[src/rtl/page_read_pkg.sv]
`timescale 1ns/1ps
package page_read_pkg;

    localparam int BYTE_W = 8;
    localparam int POS_W  = $clog2(BYTE_W);

    // Qualified TAP activity for this data register
    typedef struct packed {
        logic capture;
        logic shift;
    } tap_act_t;

    // What the shifter does on the coming edge
    typedef enum logic [1:0] {
        SH_HOLD  = 2'd0,
        SH_SHIFT = 2'd1,
        SH_LOAD  = 2'd2
    } sh_op_t;

    function automatic logic last_bit_of_slot(input logic [POS_W-1:0] pos);
        return pos == POS_W'(BYTE_W - 1);
    endfunction

    function automatic logic [POS_W-1:0] next_pos(input logic [POS_W-1:0] pos);
        return last_bit_of_slot(pos) ? '0 : pos + POS_W'(1);
    endfunction

endpackage

[src/rtl/page_read_decode.sv]
`timescale 1ns/1ps
module page_read_decode
    import page_read_pkg::*;
#(
    parameter int              IR_W     = 4,
    parameter logic [IR_W-1:0] SEL_CODE = 4'h7
) (
    input  logic [IR_W-1:0] ir_code,
    input  logic            cap_dr,
    input  logic            shf_dr,
    output tap_act_t        act
);
    logic selected;

    always_comb begin
        selected    = (ir_code == SEL_CODE);
        act.capture = selected & cap_dr;
        act.shift   = selected & shf_dr & ~cap_dr;
    end

endmodule

[src/rtl/page_read_seq.sv]
`timescale 1ns/1ps
module page_read_seq
    import page_read_pkg::*;
#(
    parameter int PAGE_BYTES = 256,
    localparam int ADDR_W    = $clog2(PAGE_BYTES),
    localparam int CNT_W     = $clog2(PAGE_BYTES + 1)
) (
    input  logic              clk,
    input  logic              rst,
    input  tap_act_t          act,
    output logic              rd_en,
    output logic [ADDR_W-1:0] rd_addr,
    output sh_op_t            op
);
    logic [POS_W-1:0] bit_pos;
    logic [CNT_W-1:0] fetched;
    logic             page_done;

    always_comb begin
        page_done = (fetched == CNT_W'(PAGE_BYTES));
        rd_en     = act.shift & last_bit_of_slot(bit_pos) & ~page_done;
        rd_addr   = fetched[ADDR_W-1:0];
        if (rd_en)
            op = SH_LOAD;
        else if (act.shift)
            op = SH_SHIFT;
        else
            op = SH_HOLD;
    end

    always_ff @(posedge clk) begin
        if (rst) begin
            bit_pos <= '0;
            fetched <= '0;
        end else if (act.capture) begin
            bit_pos <= '0;
            fetched <= '0;
        end else if (act.shift) begin
            bit_pos <= next_pos(bit_pos);
            if (rd_en)
                fetched <= fetched + CNT_W'(1);
        end
    end

endmodule

[src/rtl/page_read_shifter.sv]
`timescale 1ns/1ps
module page_read_shifter
    import page_read_pkg::*;
(
    input  logic              clk,
    input  logic              rst,
    input  sh_op_t            op,
    input  logic [BYTE_W-1:0] load_byte,
    output logic              tdo
);
    logic [BYTE_W-1:0] sreg;

    always_ff @(posedge clk) begin
        if (rst) begin
            sreg <= '0;
        end else begin
            unique case (op)
                SH_LOAD:  sreg <= load_byte;
                SH_SHIFT: sreg <= {1'b0, sreg[BYTE_W-1:1]};
                default:  sreg <= sreg;
            endcase
        end
    end

    assign tdo = sreg[0];

endmodule

[src/rtl/page_read_chain.sv]
`timescale 1ns/1ps
module page_read_chain
    import page_read_pkg::*;
#(
    parameter int              PAGE_BYTES = 256,
    parameter int              IR_W       = 4,
    parameter logic [IR_W-1:0] SEL_CODE   = 4'h7,
    localparam int             ADDR_W     = $clog2(PAGE_BYTES)
) (
    input  logic              clk,
    input  logic              rst,
    input  logic [IR_W-1:0]   ir_code,
    input  logic              cap_dr,
    input  logic              shf_dr,
    input  logic              tdi,
    input  logic [BYTE_W-1:0] rd_data,
    output logic              rd_en,
    output logic [ADDR_W-1:0] rd_addr,
    output logic              tdo
);
    tap_act_t act;
    sh_op_t   op;
    logic     unused_tdi;

    // Serial input is discarded; zeros enter behind the data
    assign unused_tdi = tdi;

    page_read_decode #(
        .IR_W     (IR_W),
        .SEL_CODE (SEL_CODE)
    ) u_decode (
        .ir_code (ir_code),
        .cap_dr  (cap_dr),
        .shf_dr  (shf_dr),
        .act     (act)
    );

    page_read_seq #(
        .PAGE_BYTES (PAGE_BYTES)
    ) u_seq (
        .clk     (clk),
        .rst     (rst),
        .act     (act),
        .rd_en   (rd_en),
        .rd_addr (rd_addr),
        .op      (op)
    );

    page_read_shifter u_shifter (
        .clk       (clk),
        .rst       (rst),
        .op        (op),
        .load_byte (rd_data),
        .tdo       (tdo)
    );

endmodule

[config.mk]
export PLATFORM = sky130hd
export DESIGN_NAME = page_read_chain
export DESIGN_NICKNAME = d
export VERILOG_FILES = /design/src/rtl/page_read_pkg.sv /design/src/rtl/page_read_decode.sv /design/src/rtl/page_read_seq.sv /design/src/rtl/page_read_shifter.sv /design/src/rtl/page_read_chain.sv
export SDC_FILE = /design/constraint.sdc
export NUM_CORES = 1
export LEC_CHECK = 0
export BUFFER_PORTS_ARGS = -buffer_cell sky130_fd_sc_hd__buf_2
export CORE_MARGIN = 1.5
export CORE_UTILIZATION = 40
export DETAILED_ROUTE_END_ITERATION = 10
export PLACE_DENSITY = 0.6
export SLEW_MARGIN = 20
export SYNTH_ARGS = -nofsm -noshare
export SYNTH_HDL_FRONTEND = slang
export SYNTH_SLANG_ARGS = --single-unit
[constraint.sdc]
create_clock -name clk -period 2 [get_ports clk]
set_input_delay 0.1 -clock clk [delete_from_list [all_inputs] [get_ports clk]]
set_output_delay 0.1 -clock clk [all_outputs]
set_load 0.005 [all_outputs]
# ---- Word-level counts from Yosys, hierarchy flattened
# Cells that the tools add are included.
dict set report word_totals {
  regBits 20
  inputBits 17
  output_inout_bits 10
  elab_cells 24
}
dict set report op_classes {
  bitwise_logic 7
  n_eq_ne 5
  n_mux 4
  reduce_logical 3
  n_addsub 2
}
# op n
set op_table {}
lappend op_table {{$pmux W8 S2} 1}
lappend op_table {{$add A9 B1 Y9 const B} 1}
lappend op_table {{$eq A9 B9 Y1 const B} 1}
lappend op_table {{$and A1 B1 Y1} 5}
lappend op_table {{$eq A4 B3 Y1 const B} 1}
lappend op_table {{$add A3 B1 Y3 const B} 1}
lappend op_table {{$eq A3 B3 Y1 const B} 1}
lappend op_table {{$mux W3} 1}
lappend op_table {{$eq A2 B1 Y1 const B} 1}
lappend op_table {{$eq A2 B2 Y1 const B} 1}
lappend op_table {{$mux W2} 1}
lappend op_table {{$not A1 Y1} 2}
lappend op_table {{$reduce_and A2 Y1} 1}
lappend op_table {{$reduce_bool A2 Y1} 1}
lappend op_table {{$reduce_or A2 Y1} 1}
lappend op_table {{$mux W1} 1}

# ---- Depth between registers and ports, before layout
dict set report depth {
  ltp_word 8
  mapped_depth 8
  depth_no_buf 6
}

# ---- Hierarchy
# Synthesis repeated with hierarchy kept, for this count alone.
dict set report unflattened {
  cells_unflattened 122
  area_unflattened_um2 1101.1
}
# module area_each_um2 instances cells_per_inst seq_area_each_um2
set modules_own_cells {}
lappend modules_own_cells {page_read_seq 684.4 1 81 240.2}
lappend modules_own_cells {page_read_shifter 379.1 1 37 160.2}
lappend modules_own_cells {page_read_decode 37.5 1 4 0.0}

# ---- Worst setup path after synthesis
# OpenSTA, ideal clock, no wires.
dict set report synth_path {
  kind {register to register}
  from {register u_seq.fetched[0]}
  to {register u_seq.fetched[6]}
  n_path_buf 0
  synth_period_minus_slack_ns 1.748
  required_ns 1.930
  slack_ns 0.252
  setup_ns 0.070
  t_arrival_ns 1.678
  path_stages_with_launch 7
  path_cell_list {dfxtp_1 inv_1 ha_1 or4b_4 o21ai_4 or4_2 a21oi_1}
}
dict set report synth_between {
  elab_chain_cells 4
  word_cells_on_any_way 5
  cone_classes {add/sub (1); eq/ne (1); bitwise (2); reduce/logical (1)}
}
# item line
set synth_lines {}
lappend synth_lines {{start: declaration} page_read_seq.sv:17} ;# logic [CNT_W-1:0] fetched;
lappend synth_lines {{start signal: assignment} page_read_seq.sv:42} ;# fetched <= fetched + CNT_W'(1);
lappend synth_lines {{parallel branches: the longest is 4 deep, another holds $add A9 B1 Y9} -}
# Several ways; the timed one is not identified.
# A chain may end at the register's enable or synchronous reset.

# ---- Final worst setup path
dict set report layout_path {
  from {register u_seq.fetched[0]}
  to {output port rd_en}
}
dict set report layout_between {
  elab_chain_cells 3
}
# item line
set layout_lines {}
lappend layout_lines {{$eq A9 B9 Y1} page_read_seq.sv:21} ;# page_done = (fetched == CNT_W'(PAGE_BYTES));
lappend layout_lines {{$not A1 Y1} page_read_seq.sv:22} ;# rd_en = act.shift & last_bit_of_slot(bit_pos) & ~page_done;
lappend layout_lines {{$and A1 B1 Y1} page_read_seq.sv:22}
lappend layout_lines {{end: declaration} page_read_chain.sv:17} ;# output logic rd_en,
# No other way between the ends.

==> impl_metrics.env <==
export IMPL_grt_ovfl_total=0
export IMPL_fmax_mhz=527
export IMPL_post_route_util_pct=46.9
export IMPL_grt_use_total_pct=16.7
export IMPL_placed_area_um2=1240
export IMPL_std_cell_rows=19
export IMPL_ios=27
export IMPL_period_needed_ns=1.90
export IMPL_intPower_mw=0.487
export IMPL_rr_endpoint="u_seq.fetched[6]$_SDFFE_PP0P_"
export IMPL_worst_pin_slew_ns=0.450
export IMPL_cp_max_fo=15
export IMPL_final_common_cell="buf_2"
export IMPL_clk_latency_ns=0.30
export IMPL_synth_cells=128
export IMPL_critPathSlowestCell="or4b_4"
export IMPL_syn_area_per_cell_um2=8.82
export IMPL_power_net_switching_mw=0.146
export IMPL_holdPathEnd="u_shifter.sreg[7]$_SDFFE_PP0P_"
export IMPL_cp_end_kind="output pin"
export IMPL_rrSetupSlack_ns=0.12
export IMPL_fin_cells=179
export IMPL_fin_tns_setup_ns=0
export IMPL_worstSetupPathDepth=7
export IMPL_antennaDiodeCount=0
export IMPL_layout_common_cells="buf_2 (25), a21oi_1 (20), dfxtp_1 (20), nand2_1 (14), nor2_1 (8)"
export IMPL_ant_nets=0
export IMPL_viasPerCell=5.50
export IMPL_die_w_um=56.1
export IMPL_final_area_um2=1270
export IMPL_hold_viol=0
export IMPL_required_ns=1.90
export IMPL_dp_cells=176
export IMPL_pwr_share_comb_pct=5.7
export IMPL_die_area_um2=3150
export IMPL_wl_per_cell_um=13.4
export IMPL_worstPathArrival_ns=1.80
export IMPL_swShare_pct=23.0
export IMPL_synth_distinct_cells=32
export IMPL_fin_ws_ns=0.103
export IMPL_cap_viol_max_count=0
export IMPL_grt_setup_unrepaired="no"
export IMPL_max_stage_delay_ns=0.47
export IMPL_cts_max_level=1
export IMPL_path_delay_family="simple AND/OR/NAND/NOR gates"
export IMPL_p_leak_nw=0.486
export IMPL_grt_pass1_wl_um=4220
export IMPL_seq_power_share_pct=63.4
export IMPL_path_buf_inv=3
export IMPL_synthesis_nets=149
export IMPL_vdd_ir_drop_max_mv=0.322
export IMPL_detail_route_iter0_violations=14
export IMPL_num_vias=984
export IMPL_io_buffer_count=25
export IMPL_cp_cell_sequence="inv_1 > ha_1 > or4b_4 > o21ai_4 > buf_8 > nor2_1 > buf_2"
export IMPL_p_clk_share_pct=30.9
export IMPL_grt_max_degree=17
export IMPL_wl_um=2390
export IMPL_final_setup_viol_count=0
export IMPL_rr_worst_depth=7
export IMPL_worstHoldStart="rd_data[7]"
export IMPL_drive_gt1_share_pct=35.1
export IMPL_drc=0
export IMPL_clock_path_buffers=2
export IMPL_ys_warn_count=0
export IMPL_die_h_um=56.1
export IMPL_whs_path_depth=3
export IMPL_area_delta_synth_final_pct=12.5
export IMPL_fin_crit_sh_pct=94.8
export IMPL_hpwl_um=1740
export IMPL_gp_congestion=0.746
export IMPL_firstDrtPassIters=4
export IMPL_startpoint_type="flip-flop"
export IMPL_slew_viol_final=0
export IMPL_core_area_um2=2710
export IMPL_grt_pass1_vias=976
export IMPL_cts_buffers=3
export IMPL_max_slew_margin_pct=70.0
export IMPL_start_util_pct=41.6
export IMPL_hold_path_class="primary input to flip-flop"
export IMPL_fin_skew_ns=0.000982
export IMPL_fill_cells=282
export IMPL_r2r_start="u_seq.fetched[0]$_SDFFE_PP0P_"
export IMPL_critical_path_class="flip-flop to output pin"
export IMPL_nets=171
export IMPL_root_buffer="clkbuf_4"
export IMPL_outcome="complete, no violations"
export IMPL_clkTransAtPathRegs_ns=0.11
export IMPL_ys_ff_latch=20
export IMPL_dp_slack_ns=0.135
export IMPL_syn_area_um2=1130
export IMPL_cts_tree="done"
export IMPL_ys_seq_area_share_pct=35.5
export IMPL_power_per_cell_area_nw_per_um2=498
export IMPL_clock_sinks=20
export IMPL_antenna_found_initial=0
[metrics by stage]
step                hold WS (ns)  total power [mW]
CTS                       0.0463             0.641
global route              0.0655             0.657
global placement           0.356             0.445
floorplan                  0.247             0.428
finish                    0.0521             0.633
detailed placement         0.381             0.446
[worst reg2reg max path: stages, from the launching register on]
cell     delay, ns
dfxtp_1       0.34
inv_1         0.05
ha_1          0.18
or4b_4        0.21
o21ai_4       0.06
buf_4         0.16
or4_2         0.64
a21oi_1       0.17
[registers in the layout, indices dropped and copies added (netlist names)]
name	flops
u_seq.bit_pos	3
u_seq.fetched	9
u_shifter.sreg	8
[cells in the mapped netlist (all sizes together)]
cell	instances	share of area, %
a21oi	20	8.9
dfxtp	20	35
nand2	14	4.7
buf	11	8.5
nor2	8	2.7
a211oi	7	7.8
clkbuf	5	1.7
nand3	5	2.2
o31ai	5	3.3
or4	5	3.7
ha	4	4.4
o21ai	4	2.8
nand4	3	1.7
inv	2	0.67
nand3b	2	1.3
or3	2	1.2
or4b	2	2.4
a21o	1	0.67
and3b	1	0.78
and4	1	0.89
and4b	1	0.89
mux2i	1	0.89
nand2b	1	0.55
nand4b	1	0.78
nor4	1	0.55
o21a	1	0.67
[area by class of cell]
class / count / area [um^2] / area share, %
Multi-Input combinational cell: 90 / 608 / 47.9
Sequential cell: 20 / 400 / 31.5
Timing Repair Buffer: 33 / 193 / 15.2
Tap cell: 31 / 38.8 / 3.05
Clock buffer: 3 / 22.5 / 1.77
Inverter: 2 / 7.51 / 0.591
[per-layer routing]
| metal | track usage, % | up-vias | routed length (um) |
|---|---|---|---|
| met1 | 19.4 | 464 | 1080 |
| met5 | 0 | - | 0 |
| met2 | 30.6 | 14 | 1210 |
| li1 | - | 502 | - |
| met3 | 2.09 | 4 | 68 |
| met4 | 7.14 | 0 | 34 |
[power groups by stage]
stage               Clock, mW  Sequential [mW]  Combinational (mW)
floorplan                   0            0.410              0.0177
global placement            0            0.410              0.0346
detailed placement          0            0.410              0.0359
CTS                     0.204            0.401              0.0360
global route            0.215            0.402              0.0400
finish                  0.196            0.401              0.0358
[how the worst max path moves through the flow]
stage / startpoint / to
2_1_floorplan: u_seq.fetched[0]$_SDFFE_PP0P_ / u_seq.fetched[6]$_SDFFE_PP0P_
3_3_place_gp: u_seq.fetched[0]$_SDFFE_PP0P_ / u_seq.fetched[3]$_SDFFE_PP0P_
3_5_place_dp: u_seq.bit_pos[0]$_SDFFE_PP0P_ / u_seq.fetched[3]$_SDFFE_PP0P_
4_1_cts: u_seq.fetched[1]$_SDFFE_PP0P_ / rd_en
5_1_grt: u_seq.fetched[1]$_SDFFE_PP0P_ / rd_en
6_report: u_seq.fetched[0]$_SDFFE_PP0P_ / rd_en
[kinds of logic after synthesis]
family / Yosys count / synth area share [%]
flip-flops: 20 / 35.5
buffers and inverters: 18 / 10.9
AND/OR/NAND/NOR: 47 / 24.3
adder cells (fa/ha/maj): 4 / 4.43
multiplexers: 1 / 0.887
AO/OA/AOI/OAI: 38 / 24.1
[timing repair]
item | CTS | global route
buffers inserted | 0 | 0
resized for setup | 0 | 3
endpoints found under the setup margin | 0 | 4
hold buffers | 0 | 0
Power figures use the tool's default switching activity.
